File: src/rtl/txbuf_pkg.sv
package txbuf_pkg;
  typedef enum logic {
    PACK_AS_IS    = 1'b0,
    PACK_LOW_HALF = 1'b1
  } pack_mode_e;

  localparam int DEFAULT_DEPTH = 64;
  localparam int DEFAULT_BURST = 4;
endpackage

File: src/rtl/txbuf_ring.sv
module txbuf_ring #(
  parameter int DEPTH = 64,
  parameter int W     = 32
) (
  input  logic                     clk,
  input  logic                     rst_n,
  input  logic                     clear,
  input  logic                     push,
  input  logic [W-1:0]             push_data,
  input  logic                     pop,
  output logic [W-1:0]             head_data,
  output logic [$clog2(DEPTH):0]   level,
  output logic                     full,
  output logic                     empty
);
  localparam int AW = $clog2(DEPTH);
  localparam int LW = AW + 1;

  logic [W-1:0]  mem [DEPTH];
  logic [AW-1:0] wr_ptr, rd_ptr;

  function automatic logic [AW-1:0] bump(input logic [AW-1:0] p);
    return (p == AW'(DEPTH - 1)) ? '0 : p + AW'(1);
  endfunction

  always_ff @(posedge clk or negedge rst_n) begin
    if (!rst_n) begin
      wr_ptr <= '0;
      rd_ptr <= '0;
      level  <= '0;
    end else if (clear) begin
      wr_ptr <= '0;
      rd_ptr <= '0;
      level  <= '0;
    end else begin
      if (push) wr_ptr <= bump(wr_ptr);
      if (pop)  rd_ptr <= bump(rd_ptr);
      case ({push, pop})
        2'b10:   level <= level + LW'(1);
        2'b01:   level <= level - LW'(1);
        default: level <= level;
      endcase
    end
  end

  always_ff @(posedge clk) begin
    if (push && !clear) mem[wr_ptr] <= push_data;
  end

  assign head_data = mem[rd_ptr];
  assign full      = (level == LW'(DEPTH));
  assign empty     = (level == '0);
endmodule

File: src/rtl/txbuf_drq.sv
module txbuf_drq #(
  parameter int DEPTH = 64,
  parameter int BURST = 4
) (
  input  logic                   enable,
  input  logic [$clog2(DEPTH):0] free,
  output logic                   request
);
  localparam int LW = $clog2(DEPTH) + 1;
  assign request = enable && (free >= LW'(BURST));
endmodule

File: src/rtl/txbuf_sent_cnt.sv
module txbuf_sent_cnt #(
  parameter int CW = 32
) (
  input  logic          clk,
  input  logic          rst_n,
  input  logic          clr,
  input  logic          inc,
  output logic [CW-1:0] count
);
  always_ff @(posedge clk or negedge rst_n) begin
    if (!rst_n)   count <= '0;
    else if (clr) count <= CW'(inc);
    else if (inc) count <= count + CW'(1);
  end
endmodule

File: src/rtl/pcm_tx_buffer.sv
module pcm_tx_buffer #(
  parameter int DEPTH  = txbuf_pkg::DEFAULT_DEPTH,
  parameter int DATA_W = 32,
  parameter int BURST  = txbuf_pkg::DEFAULT_BURST,
  parameter int CNT_W  = 32
) (
  input  logic                   clk,
  input  logic                   rst_n,
  input  logic                   wr_valid,
  output logic                   wr_ready,
  input  logic [DATA_W-1:0]      wr_data,
  input  logic                   pack_mode,
  output logic                   ser_valid,
  input  logic                   ser_ready,
  output logic [DATA_W-1:0]      ser_data,
  input  logic                   flush_cmd,
  output logic                   flush_busy,
  input  logic                   drq_en,
  output logic                   drq,
  input  logic                   cnt_clr,
  output logic [CNT_W-1:0]       sent_count,
  output logic [$clog2(DEPTH):0] fill_level,
  output logic [$clog2(DEPTH):0] free_slots,
  output logic                   overflow
);
  import txbuf_pkg::*;

  localparam int LW   = $clog2(DEPTH) + 1;
  localparam int HALF = DATA_W / 2;

  logic              full, empty, push_ok, pop_ok;
  logic [DATA_W-1:0] packed_word, head_word;
  pack_mode_e        mode;

  assign mode = pack_mode_e'(pack_mode);

  always_comb begin
    if (mode == PACK_LOW_HALF) packed_word = {wr_data[HALF-1:0], {HALF{1'b0}}};
    else                       packed_word = wr_data;
  end

  always_ff @(posedge clk or negedge rst_n) begin
    if (!rst_n) flush_busy <= 1'b0;
    else        flush_busy <= flush_cmd;
  end

  always_ff @(posedge clk or negedge rst_n) begin
    if (!rst_n)                          overflow <= 1'b0;
    else if (flush_busy)                 overflow <= 1'b0;
    else if (wr_valid && full)           overflow <= 1'b1;
  end

  assign wr_ready  = !full && !flush_busy;
  assign push_ok   = wr_valid && wr_ready;
  assign ser_valid = !empty && !flush_busy;
  assign pop_ok    = ser_valid && ser_ready;
  assign ser_data  = ser_valid ? head_word : '0;

  txbuf_ring #(.DEPTH(DEPTH), .W(DATA_W)) u_ring (
    .clk       (clk),
    .rst_n     (rst_n),
    .clear     (flush_busy),
    .push      (push_ok),
    .push_data (packed_word),
    .pop       (pop_ok),
    .head_data (head_word),
    .level     (fill_level),
    .full      (full),
    .empty     (empty)
  );

  assign free_slots = LW'(DEPTH) - fill_level;

  txbuf_drq #(.DEPTH(DEPTH), .BURST(BURST)) u_drq (
    .enable  (drq_en),
    .free    (free_slots),
    .request (drq)
  );

  txbuf_sent_cnt #(.CW(CNT_W)) u_cnt (
    .clk   (clk),
    .rst_n (rst_n),
    .clr   (cnt_clr),
    .inc   (pop_ok),
    .count (sent_count)
  );
endmodule

File: config.mk
export PLATFORM = sky130hd
export DESIGN_NAME = pcm_tx_buffer
export DESIGN_NICKNAME = d
export VERILOG_FILES = /design/src/rtl/txbuf_pkg.sv /design/src/rtl/txbuf_ring.sv /design/src/rtl/txbuf_drq.sv /design/src/rtl/txbuf_sent_cnt.sv /design/src/rtl/pcm_tx_buffer.sv
export SDC_FILE = /design/constraint.sdc
export NUM_CORES = 2
export LEC_CHECK = 0
export BUFFER_PORTS_ARGS = -buffer_cell sky130_fd_sc_hd__clkbuf_2
export CAP_MARGIN = 20
export CORE_ASPECT_RATIO = 0.5
export CORE_UTILIZATION = 60
export CTS_BUF_LIST = sky130_fd_sc_hd__clkbuf_8
export CTS_CLUSTER_SIZE = 24
export DETAILED_ROUTE_END_ITERATION = 16
export MAX_ROUTING_LAYER = met4
export PLACE_DENSITY = 0.79
export SLEW_MARGIN = 20
export SYNTH_ARGS = -nofsm -noshare
export SYNTH_HDL_FRONTEND = slang
export SYNTH_SLANG_ARGS = --single-unit
File: constraint.sdc
create_clock -name clk -period 7.3 [get_ports clk]
set_clock_uncertainty 0.15 [all_clocks]
set_input_delay 1.095 -clock clk [delete_from_list [all_inputs] [get_ports clk]]
set_output_delay 1.095 -clock clk [all_outputs]
set_load 0.005 [all_outputs]
==> impl_metrics.json <==
{
  "status": "complete, no violations",
  "coreArea_um2": 132800,
  "worst_setup_path_end_kind": "primary output",
  "die_area_um2": 136700,
  "path_buf_inv": 2,
  "crit_slowest_cell": "nor4_1",
  "max_freq_mhz": 170.5,
  "relSlewSlack": 0.2446,
  "antenna_found_initial": 2,
  "clock-root-buffer": "clkbuf_8",
  "setup_viol": 0,
  "worstPathRequired_ns": 6.05,
  "synth-adder-area-share": 0.0007716,
  "p_leak_uw": 0.02760,
  "drc": 0,
  "htreeDepth": 5,
  "yosys.area_share.simple": 0.02551,
  "avgSynthCellArea_um2": 21.69,
  "grt_pass1_vias": 41200,
  "area_growth_pct": 10.71,
  "ir_drop_mv": 0.1443,
  "critPathKind": "reg -> out",
  "grt-ovfl-total": 0,
  "syn_area_um2": 81080,
  "clk_latency_ns": 0.99,
  "hold_viol": 0,
  "initial_core_util": 0.6106,
  "dr.pass1.iters": 7,
  "synthDistinctLibCells": 64,
  "yosys.area.top_type": "edfxtp_1",
  "drive_above_1_share": 0.2865,
  "cts_max_path_buffers": 4,
  "synth_mux_area_frac": 0.1484,
  "synth-edff-count": 2048,
  "crit_arrival_ns": 4.62,
  "period_share": 0.8035,
  "port_buffers": 122,
  "worstMarginPinSlew_ns": 1.133,
  "cts_made_buffers": 295,
  "critPathTopFamily": "simple AND/OR/NAND/NOR gates",
  "cts.sinks": 2101,
  "ys_top_cells_by_count": "2,048 x edfxtp_1, 505 x mux4_2, 144 x a22oi_1, 143 x nor2_1, 106 x nand2_1",
  "synthArstFlopShare": 0.02523,
  "crit_fanout": 12,
  "max_cap_viol_count": 0,
  "hold_class": "in -> async",
  "synthTopCellsByArea": "edfxtp_1 76%, mux4_2 14%, dfrtp_1 1.6%",
  "period_minus_slack_ns": 5.866,
  "preCtsSetupSlack_ns": 2.477,
  "vias": 41507,
  "cp_slowest_stage_delay_ns": 0.85,
  "setup_ws_ns": 1.434,
  "setup_tns_ns": 0,
  "avgRoutedWirePerCell_um": 32.04,
  "layout.nets": 4125,
  "ios": 123,
  "synth_xor_area_frac": 0.003565,
  "fp-row-count": 94,
  "dpl_cell_area_um2": 84670,
  "final_antenna_net_count": 0,
  "die_h_um": 261.9,
  "track_usage": 0.2943,
  "yosys_warnings": 0,
  "rsz0062_at_grt": "no",
  "cts_tree": "built",
  "path_cells": "inv_1, ha_1, nor3b_2, a21oi_1, nand2_1, nor4_1, or3_1, clkbuf_2",
  "synth_ff_type": "edfxtp_1",
  "final_area_um2": 89760,
  "synth_top_family_by_area": "multiplexers",
  "via_per_inst": 6.885,
  "clk_pin_slew_ns": 0.06,
  "yosysSeqAreaShare": 0.7748,
  "total_power_uw": 24950,
  "ys_ff_latch": 2101,
  "synth.most_common_cell": "edfxtp_1",
  "routabilityCongestion": 0.8712,
  "grt_max_degree": 122,
  "initialDrtViolationCount": 5404,
  "dp_hpwl_mm": 108.1,
  "synth_top_area_share": 0.7585,
  "p_per_area_nw_per_um2": 277.9,
  "synth_nets": 3783,
  "timing.hold.ws_ns": 0.1131,
  "grt_pass1_wl_mm": 277.5,
  "fillers": 7676,
  "syn_inst": 3738,
  "finalWirelength_mm": 193.2,
  "die_w_um": 521.9,
  "final_max_slew_viol_count": 0,
  "synth_compound_area_frac": 0.03231,
  "crit_path_start_kind": "register"
}
==> layout by cell type, fill, tap and decap left out, types with 9 or more instances in the layout <==
cell type  instances
edfxtp_1        2048
mux4_2           505
clkbuf_8         303
a22oi_1          144
clkbuf_2         122
buf_4            112
nand2_1          106
inv_1             87
nor2_1            78
a21oi_1           72
nor2_4            65
clkinv_1          60
dfrtp_1           50
o22ai_1           46
mux2i_1           43
or3_1             28
nand3_1           28
and3_1            28
xnor2_1           25
buf_12            23
clkinv_2          20
a32oi_1           19
o21ai_0           18
nor2b_4           18
a31oi_1           15
mux2_2            14
nor3_1            12
nand3b_1          12
o32ai_1            9
==> worst register-to-register path: stages, from the launching register on <==
cell      delay, ns
dfrtp_1        0.56
inv_1          0.08
ha_1           0.30
nand3b_1       0.26
o21a_1         0.44
nand4b_1       0.94
nor2_4         1.21
buf_4          0.37
==> repair_timing <==
action | in CTS | in global routing
hold buffers | 1 | 0
hold endpoints to repair | 1 | 0
setup buffers | 0 | 0
gates resized for setup | 0 | 0
==> sequential cells by signal, summed over array words and instances, names as in the netlist <==
signal,cells
u_ring.wr_ptr,6
flush_busy,1
u_ring.rd_ptr,6
overflow,1
u_ring.level,7
u_ring.mem,2048
u_cnt.count,32
==> final timing paths <==
check | slack, ns | end | depth (start not counted) | from
worst max-delay path | 1.43 | ser_data[25] | 8 | u_ring.level[0]
worst max register to register | 2.70 | u_ring.mem[11][12] | 7 | u_ring.level[0]
worst min register to register | 0.36 | overflow | 2 | overflow
worst min-delay path | 0.11 | u_cnt.count[19] | 2 | rst_n
min in group clk | 0.36 | overflow | 3 | wr_valid
max in group asynchronous | 6.32 | u_ring.rd_ptr[1] | 2 | rst_n
==> cell families (layout without fill, tap and decap cells) <==
group | Yosys count | in the layout
DFF | 2101 | 2101
muxes | 568 | 568
and+or+nand+nor | 428 | 428
AOI/OAI and AO/OA | 376 | 376
buffers and inverters | 227 | 741
xor gates and xnor gates | 33 | 33
adders and majority gates | 5 | 5
other | 0 | 1
==> metal layers <==
layer | up-vias | track usage | part of all wire
met1 | 21503 | 0.4043 | 0.37
met2 | 3188 | 0.4390 | 0.47
met4 | 0 | 0.1064 | 0.032
li1 | 16433 | - | -
met3 | 383 | 0.06893 | 0.12
met5 | - | - | 0
==> cell type report <==
cell class                      instances  area, µm²  area share
Inverter                               14      52.55   0.0005854
Antenna cell                            1      2.502  0.00002788
Clock buffer                          303       4170     0.04646
Tap cell                             1776       2222     0.02476
Timing Repair Buffer                  258       1922     0.02141
Multi-Input combinational cell       1410      17730      0.1975
Sequential cell                      2101      62830      0.7000
Clock inverter                        166      829.5    0.009242
==> through the flow <==
step / util / cells
finish: 0.6760 / 6029
global route: 0.6760 / 6029
CTS: 0.6754 / 6025
detailed placement: 0.6376 / 5555
global placement: 0.6372 / 5552
floorplan: - / 3738
==> where the power goes <==
group / leakage [µW] / switching, µW / internal [µW]
combinational: 0.00602 / 1750 / 1490
sequential: 0.0187 / 115 / 13300
clock: 0.00284 / 4210 / 4030
total: 0.0276 / 6080 / 18900
(Power assumes the default switching activity.)
